$ cat src/rtl/vga_tim_pkg.sv
package vga_tim_pkg;

    // Packed per-axis timing word: bit positions are fixed by the register layout.
    typedef struct packed {
        logic [7:0] sum;    // front + back porch
        logic [7:0] back;   // back porch (informational)
        logic [7:0] front;  // front porch
        logic [7:0] sync;   // sync width
    } span_t;

    // Counter width large enough for the visible size plus two full 8-bit porches and a sync.
    function automatic int cnt_width(input int active_w, input int active_h);
        int big;
        big = (active_w > active_h) ? active_w : active_h;
        return $clog2(big + 3 * 255 + 1);
    endfunction

endpackage

$ cat src/rtl/vga_run_ctl.sv
module vga_run_ctl (
    input  logic clk,
    input  logic rst,
    input  logic run,
    input  logic line_end,
    output logic running
);
    always_ff @(posedge clk) begin
        if (rst)
            running <= 1'b0;
        else if (running)
            running <= run | ~line_end;
        else
            running <= run;
    end

    // the raster only stops on the last pixel of a line
    p_halt_at_line_end_r8: assert property (@(posedge clk) disable iff (rst)
        $fell(running) |-> $past(line_end));

    // a start request while halted takes effect on the next cycle
    p_resume_next_r9: assert property (@(posedge clk) disable iff (rst)
        (run && !running) |=> running);
endmodule

$ cat src/rtl/vga_axis.sv
module vga_axis
    import vga_tim_pkg::*;
#(
    parameter int ACTIVE = 800,
    parameter int CW     = 11
) (
    input  logic          clk,
    input  logic          rst,
    input  logic          step,
    input  span_t         cfg,
    output logic [CW-1:0] cnt,
    output logic          at_last,
    output logic          in_active,
    output logic          in_sync
);
    logic [CW-1:0] last;
    logic [CW-1:0] sync_lo;
    logic [CW-1:0] sync_hi;

    always_comb begin
        last    = CW'(ACTIVE) + CW'(cfg.sync) + CW'(cfg.sum) - CW'(1);
        sync_lo = CW'(ACTIVE) + CW'(cfg.front);
        sync_hi = sync_lo + CW'(cfg.sync);
    end

    assign at_last   = (cnt >= last);
    assign in_active = (cnt < CW'(ACTIVE));
    assign in_sync   = (cnt >= sync_lo) && (cnt < sync_hi);

    always_ff @(posedge clk) begin
        if (rst)
            cnt <= '0;
        else if (step)
            cnt <= at_last ? '0 : cnt + CW'(1);
    end

    // a step on the final position returns the counter to zero
    p_wrap_to_zero_r2: assert property (@(posedge clk) disable iff (rst)
        (step && at_last) |=> (cnt == '0));

    // without a step the position is held
    p_hold_no_step_r8: assert property (@(posedge clk) disable iff (rst)
        !step |=> $stable(cnt));
endmodule

$ cat src/rtl/vga_raster_gen.sv
module vga_raster_gen
    import vga_tim_pkg::*;
#(
    parameter int ACTIVE_W = 800,
    parameter int ACTIVE_H = 600,
    localparam int CW = cnt_width(ACTIVE_W, ACTIVE_H)
) (
    input  logic          clk,
    input  logic          rst,
    input  logic          run,
    input  logic [31:0]   h_cfg,
    input  logic [31:0]   v_cfg,
    output logic          hsync_n,
    output logic          vsync_n,
    output logic          disp_en,
    output logic [CW-1:0] pix_x,
    output logic [CW-1:0] line_y,
    output logic          line_start,
    output logic          frame_start,
    output logic          line_req
);
    span_t h_span, v_span;
    logic  running;
    logic  h_last, v_last, h_act, v_act, h_syn, v_syn;

    assign h_span = span_t'(h_cfg);
    assign v_span = span_t'(v_cfg);

    vga_run_ctl u_ctl (
        .clk      (clk),
        .rst      (rst),
        .run      (run),
        .line_end (h_last),
        .running  (running)
    );

    vga_axis #(.ACTIVE(ACTIVE_W), .CW(CW)) u_h (
        .clk       (clk),
        .rst       (rst),
        .step      (running),
        .cfg       (h_span),
        .cnt       (pix_x),
        .at_last   (h_last),
        .in_active (h_act),
        .in_sync   (h_syn)
    );

    vga_axis #(.ACTIVE(ACTIVE_H), .CW(CW)) u_v (
        .clk       (clk),
        .rst       (rst),
        .step      (running & h_last),
        .cfg       (v_span),
        .cnt       (line_y),
        .at_last   (v_last),
        .in_active (v_act),
        .in_sync   (v_syn)
    );

    assign hsync_n     = ~h_syn;
    assign vsync_n     = ~v_syn;
    assign disp_en     = running & h_act & v_act;
    assign line_start  = running & (pix_x == '0);
    assign frame_start = line_start & (line_y == '0);
    assign line_req    = line_start & ((line_y < CW'(ACTIVE_H - 1)) | v_last);

    // visible pixels never coincide with either sync pulse
    p_den_outside_sync_r4: assert property (@(posedge clk) disable iff (rst)
        disp_en |-> (hsync_n && vsync_n));

    // a frame start is always also a line start
    p_frame_in_line_r6: assert property (@(posedge clk) disable iff (rst)
        frame_start |-> line_start);

    // no fetch is requested at the last visible line unless it ends the frame
    p_no_req_after_last_r7: assert property (@(posedge clk) disable iff (rst)
        (line_start && line_y == CW'(ACTIVE_H - 1) && !v_last) |-> !line_req);

    // a halted raster emits no events
    p_quiet_when_halted_r8: assert property (@(posedge clk) disable iff (rst)
        !running |-> !(line_start || line_req || disp_en));
endmodule

$ cat config.mk
export PLATFORM = sky130hd
export DESIGN_NAME = vga_raster_gen
export DESIGN_NICKNAME = d
export VERILOG_FILES = /design/src/rtl/vga_tim_pkg.sv /design/src/rtl/vga_run_ctl.sv /design/src/rtl/vga_axis.sv /design/src/rtl/vga_raster_gen.sv
export SDC_FILE = /design/constraint.sdc
export NUM_CORES = 1
export LEC_CHECK = 0
export BUFFER_PORTS_ARGS = -buffer_cell sky130_fd_sc_hd__buf_2
export CORE_MARGIN = 1
export CORE_UTILIZATION = 57
export CTS_BUF_LIST = sky130_fd_sc_hd__clkbuf_8 sky130_fd_sc_hd__clkbuf_16
export DETAILED_ROUTE_END_ITERATION = 12
export PLACE_DENSITY = 0.81
export SYNTH_ARGS = -nofsm -noshare
export SYNTH_HDL_FRONTEND = slang
export SYNTH_SLANG_ARGS = --single-unit
export TNS_END_PERCENT = 20
$ cat constraint.sdc
create_clock -name clk -period 3.95 [get_ports clk]
set_clock_uncertainty 0.15 [all_clocks]
set_input_delay 0 -clock clk [delete_from_list [all_inputs] [get_ports clk]]
set_output_delay 0 -clock clk [all_outputs]
set_load 0.01 [all_outputs]
Word level (Yosys, flattened, before mapping)
Index checks and enable logic that the tools add are counted.
- bits in registers: 23
- input bits: 67
- output and inout port bits: 28
- logic and storage cells: 42
- $add $sub $neg: 12
- order comparisons: 9
- muxes and demuxes: 3
- bitwise logic cells: 11
- reductions and logical operators: 4
- operators by type and width (operator ; number):
    $add A10 B8 Y11 const A ; 4
    $add A11 B8 Y11 ; 4
    $ge A11 B11 Y1 ; 4
    $lt A11 B10 Y1 const B ; 3
    $add A11 B1 Y11 const B ; 2
    $logic_not A11 Y1 ; 2
    $lt A11 B11 Y1 ; 2
    $mux W11 ; 2
    $sub A11 B1 Y11 const B ; 2
    $and A1 B1 Y1 ; 6
    $not A1 Y1 ; 3
    $logic_and A1 B1 Y1 ; 2
    $or A1 B1 Y1 ; 2
    $mux W1 ; 1

Depth between registers and ports, before layout
- depth in word-level cells: 7
- depth in mapped cells: 20
- gate-level depth less buffers: 19

Cells and area by module
Synthesis repeated with hierarchy kept, for this count alone.
- cells, all modules: 554
- area, all modules: 4510.6 um2
- modules (own cells, without submodules) (module ; instances ; cells an instance ; area an instance (um2) ; sequential area each (um2)):
    vga_axis at u_h ; 1 ; 266 ; 2183.3 ; 220.2
    vga_axis at u_v ; 1 ; 261 ; 2145.8 ; 220.2
    vga_raster_gen ; 1 ; 23 ; 142.6 ; 0.0
    vga_run_ctl ; 1 ; 4 ; 38.8 ; 20.0

Worst setup path after synthesis
OpenSTA, ideal clock, no wires.
- path type: input to register
- start: in h_cfg[2]
- end: reg u_v.cnt[10]
- library setup time: 0.117 ns
- data arrival time: 2.941 ns
- data required time: 3.683 ns
- slack: 0.743 ns
- stages: 17
- buffers on the path: 1
- path through: inv_1 ha_1 inv_1 ha_1 a21o_1 a21oi_1 o21ai_1 o41ai_1 xnor2_1 ha_1 a21o_1 a21o_1 a31oi_4 o21a_1 nor2_2 buf_6 a22o_1
- cells in the longest elaborated chain, start to end: 5
- ends and longest elaborated chain (element ; line ; text):
    from (decl) ; vga_raster_gen.sv:11 ; input logic [31:0] h_cfg,
    $add A10 B8 Y11 ; vga_axis.sv:21 ; last = CW'(ACTIVE) + CW'(cfg.sync) + CW'(cfg.sum) - CW'(1);
    $add A11 B8 Y11 ; vga_axis.sv:21 ;
    $sub A11 B1 Y11 ; vga_axis.sv:21 ;
    $ge A11 B11 Y1 ; vga_axis.sv:26 ; assign at_last = (cnt >= last);
    $and A1 B1 Y1 ; vga_raster_gen.sv:51 ; .step (running & h_last),
    to (signal assigned) ; vga_axis.sv:34 ; cnt <= at_last ? '0 : cnt + CW'(1);
    to (decl) ; vga_axis.sv:11 ; output logic [CW-1:0] cnt,
No other way between the ends.
A chain may end at the register's enable or synchronous reset.

Final worst setup path
- start: in h_cfg[2]
- end: reg u_ctl.running
- cells in the longest elaborated chain, start to end: 7
- ends and longest elaborated chain (element ; line ; text):
    $add A10 B8 Y11 ; vga_axis.sv:21 ;
    $add A11 B8 Y11 ; vga_axis.sv:21 ;
    $sub A11 B1 Y11 ; vga_axis.sv:21 ;
    $ge A11 B11 Y1 ; vga_axis.sv:26 ;
    $not A1 Y1 ; vga_run_ctl.sv:12 ; running <= run | ~line_end;
    $or A1 B1 Y1 ; vga_run_ctl.sv:12 ;
    $mux W1 ; vga_run_ctl.sv:11 ; else if (running)
    to (signal assigned) ; vga_run_ctl.sv:12 ;
    to (signal assigned) ; vga_run_ctl.sv:14 ; running <= run;
    to (decl) ; vga_run_ctl.sv:6 ; output logic running
No other way between the ends.

==> impl_metrics.json <==
{
  "synth-xor-area-share": 0.0771,
  "reg2reg_to": "u_ctl.running",
  "holdBufCountCts": 2,
  "io_buffers": 78,
  "dieArea_um2": 7920,
  "io_pins": 95,
  "vias": 3937,
  "worst_ir_drop_vdd_uv": 146,
  "slew_viol_final": 0,
  "grt_overflow": 0,
  "synth-compound-area-share": 0.203,
  "dr.pass1.iters": 5,
  "nets": 804,
  "synth_area_per_cell_um2": 8.05,
  "gp_congestion": 0.852,
  "clk_pin_slew_ns": 0.08,
  "worst-r2r-setup-slack_ns": 1.28,
  "start_util": 0.592,
  "htreeDepth": 1,
  "hp-class": "in -> reg",
  "rr_worst_depth": 9,
  "relSlewSlack": 0.608,
  "track_usage": 0.247,
  "n_fill_cell": 660,
  "n_antenna_cell": 0,
  "crit_path_start_kind": "input pin",
  "drive_above_1_share": 0.154,
  "core_um2": 7290,
  "synth_edf_count": 0,
  "whs_path_depth": 4,
  "ys_ff_latch": 23,
  "drtIter0Drc": 163,
  "synth_fp_nets": 724,
  "worst_pin_slew_ns": 0.582,
  "root_buffer": "clkbuf_8",
  "ys_warn_count": 0,
  "setup_tns_ns": 0,
  "final-hold-violation-count": 0,
  "cp.arrival_ns": 3.55,
  "finalPower_uw": 897,
  "fin_crit_ns": 3.50,
  "p_leak_nw": 2.73,
  "powerDensity_nw_per_um2": 185,
  "avgRoutedWirePerCell_um": 13.2,
  "required_ns": 4.00,
  "synth-simple-area-share": 0.174,
  "fin_crit_sh": 0.886,
  "ys_types": 52,
  "holdPathEnd": "u_ctl.running",
  "grt_max_degree": 20,
  "async_flop_share": 0,
  "muxShareOfSynthArea": 0.00261,
  "hold_start": "run",
  "drv_cap": 0,
  "rows": 31,
  "mappedNetlistArea_um2": 4320,
  "worstSetupPathType": "in -> reg",
  "endpoint_kind": "register",
  "syn_inst": 536,
  "dp_hpwl_um": 8050,
  "area_growth_pct": 12.6,
  "viasPerCell": 5.51,
  "numCtsBuffers": 3,
  "setup_violations": 0,
  "synth_adder_area_share": 0.360,
  "ys_seq_area_frac": 0.107,
  "synth_top_flop_cell": "dfxtp_1",
  "clock_sinks": 23,
  "worst_path_max_delay_cell": "dlygate4sd3_1",
  "worst_path_largest_cell_delay_ns": 0.57,
  "synth_top_family_by_area": "adder cells",
  "rsz0062_at_grt": "no",
  "grt_pass1_wl_um": 15900,
  "cts_setup_buffers": 0,
  "antenna_found_initial": 0,
  "wl_um": 9420,
  "status": "complete, no violations",
  "cts_tree": "built",
  "post_cts_resized": 0,
  "grt_pass1_vias": 3779,
  "die_w_um": 89.0,
  "clockBufferDepth": 2,
  "worstPathCellList": "buf_2 > inv_1 > ha_1 > inv_1 > ha_1 > a21o_1 > a21oi_1 > o21ai_1 > o41ai_1 > xnor2_1 > ha_1 > a21o_1 > a21o_1 > o21a_1 > o32ai_1 > dlygate4sd3_1",
  "max_freq_mhz": 286,
  "crit_fanout": 3,
  "ant_nets": 0,
  "r2r_start": "u_h.cnt[0]",
  "clock_latency_ns": 0.26,
  "dieHeight_um": 89.0,
  "drc": 0
}
-- flip-flops by register name, indices dropped and copies added, names as in the netlist --
| register | flops |
|---|---|
| u_ctl.running | 1 |
| u_h.cnt | 11 |
| u_v.cnt | 11 |
-- stage by stage --
step | instances | setup WS (ns) | util | instance area, um2 | hold slack [ns]
final | 714 | 0.451 | 0.666 | 4860 | 0.381
after global routing | 714 | 0.117 | 0.666 | 4860 | 0.433
after CTS | 714 | 0.431 | 0.666 | 4860 | 0.391
after detailed placement | 708 | 0.299 | 0.657 | 4790 | 0.0851
after global placement | 708 | 0.362 | 0.657 | 4790 | 0.0736
after floorplan | 536 | 0.743 | - | 4320 | -0.0528
-- worst max-delay path by stage --
stage	to	start	slack, ns	cells past startpoint
2_1_floorplan	u_v.cnt[10]	h_cfg[2]	0.74	17
3_3_place_gp	u_v.cnt[2]	h_cfg[2]	0.36	16
3_5_place_dp	u_v.cnt[0]	v_cfg[1]	0.30	19
4_1_cts	u_ctl.running	h_cfg[2]	0.43	16
5_1_grt	u_v.cnt[0]	v_cfg[1]	0.12	19
6_report	u_ctl.running	h_cfg[2]	0.45	16
-- cell usage after synthesis, types with 12 or more instances --
master   instances  area share
inv_1           78       0.068
o21ai_0         25       0.029
nand2_1         35       0.030
dfxtp_1         23        0.11
and3_1          12       0.017
ha_1           116        0.34
a21oi_1         29       0.034
nor2b_1         18       0.026
a21o_1          17       0.030
nor2_1          31       0.027
xnor2_1         13       0.026
xor2_1          25       0.051
-- per-layer routing --
layer	global-route usage	part of all wire	vias up	routed length (um)
met5	0	0	-	0
met4	0.0534	0.014	0	133
met3	0.00369	0.031	10	296
met2	0.506	0.51	100	4800
met1	0.285	0.44	1789	4190
li1	-	-	2038	-
-- layout make-up --
cell class | instances | area, um2 | share of cell area
sequential | 23 | 460 | 0.0948
multi-input combinational | 429 | 3520 | 0.725
timing repair buffer | 80 | 410 | 0.0845
inverter | 79 | 297 | 0.0611
clock inverter | 1 | 3.75 | 0.000773
clock buffer | 3 | 41.3 | 0.00850
tap | 99 | 124 | 0.0255
-- cell usage in the layout (no fill, tap or decap), types with 18 or more instances in the layout --
cell type,count
inv_1,79
ha_1,116
nor2_1,31
a21oi_1,29
nor2b_1,18
o21ai_0,25
nand2_1,35
dfxtp_1,23
xor2_1,25
buf_2,78
-- logic make-up (layout without fill, tap and decap cells) --
logic type               count (synthesis)  in the layout
AND/OR/NAND/NOR                        146            146
AO/OA/AOI/OAI                          123            123
adder cells (fa/ha/maj)                121            121
buffers and inverters                   84            163
XOR/XNOR                                38             38
flip-flops                              23             23
multiplexers                             1              1
-- where the power goes --
group | internal [mW] | total [mW] | switching, mW
combinational | 0.236 | 0.516 | 0.280
sequential | 0.235 | 0.242 | 0.00733
clock | 0.0691 | 0.138 | 0.0693
total | 0.540 | 0.897 | 0.357
-- worst max-delay path, delay by kind of cell --
| kind | cells | cell delay [ns] |
|---|---|---|
| AO/OA/AOI/OAI | 8 | 1.76 |
| adder cells (fa/ha/maj) | 3 | 0.86 |
| buffers and inverters | 4 | 0.75 |
| XOR/XNOR | 1 | 0.18 |
Power figures use the tool's default switching activity.
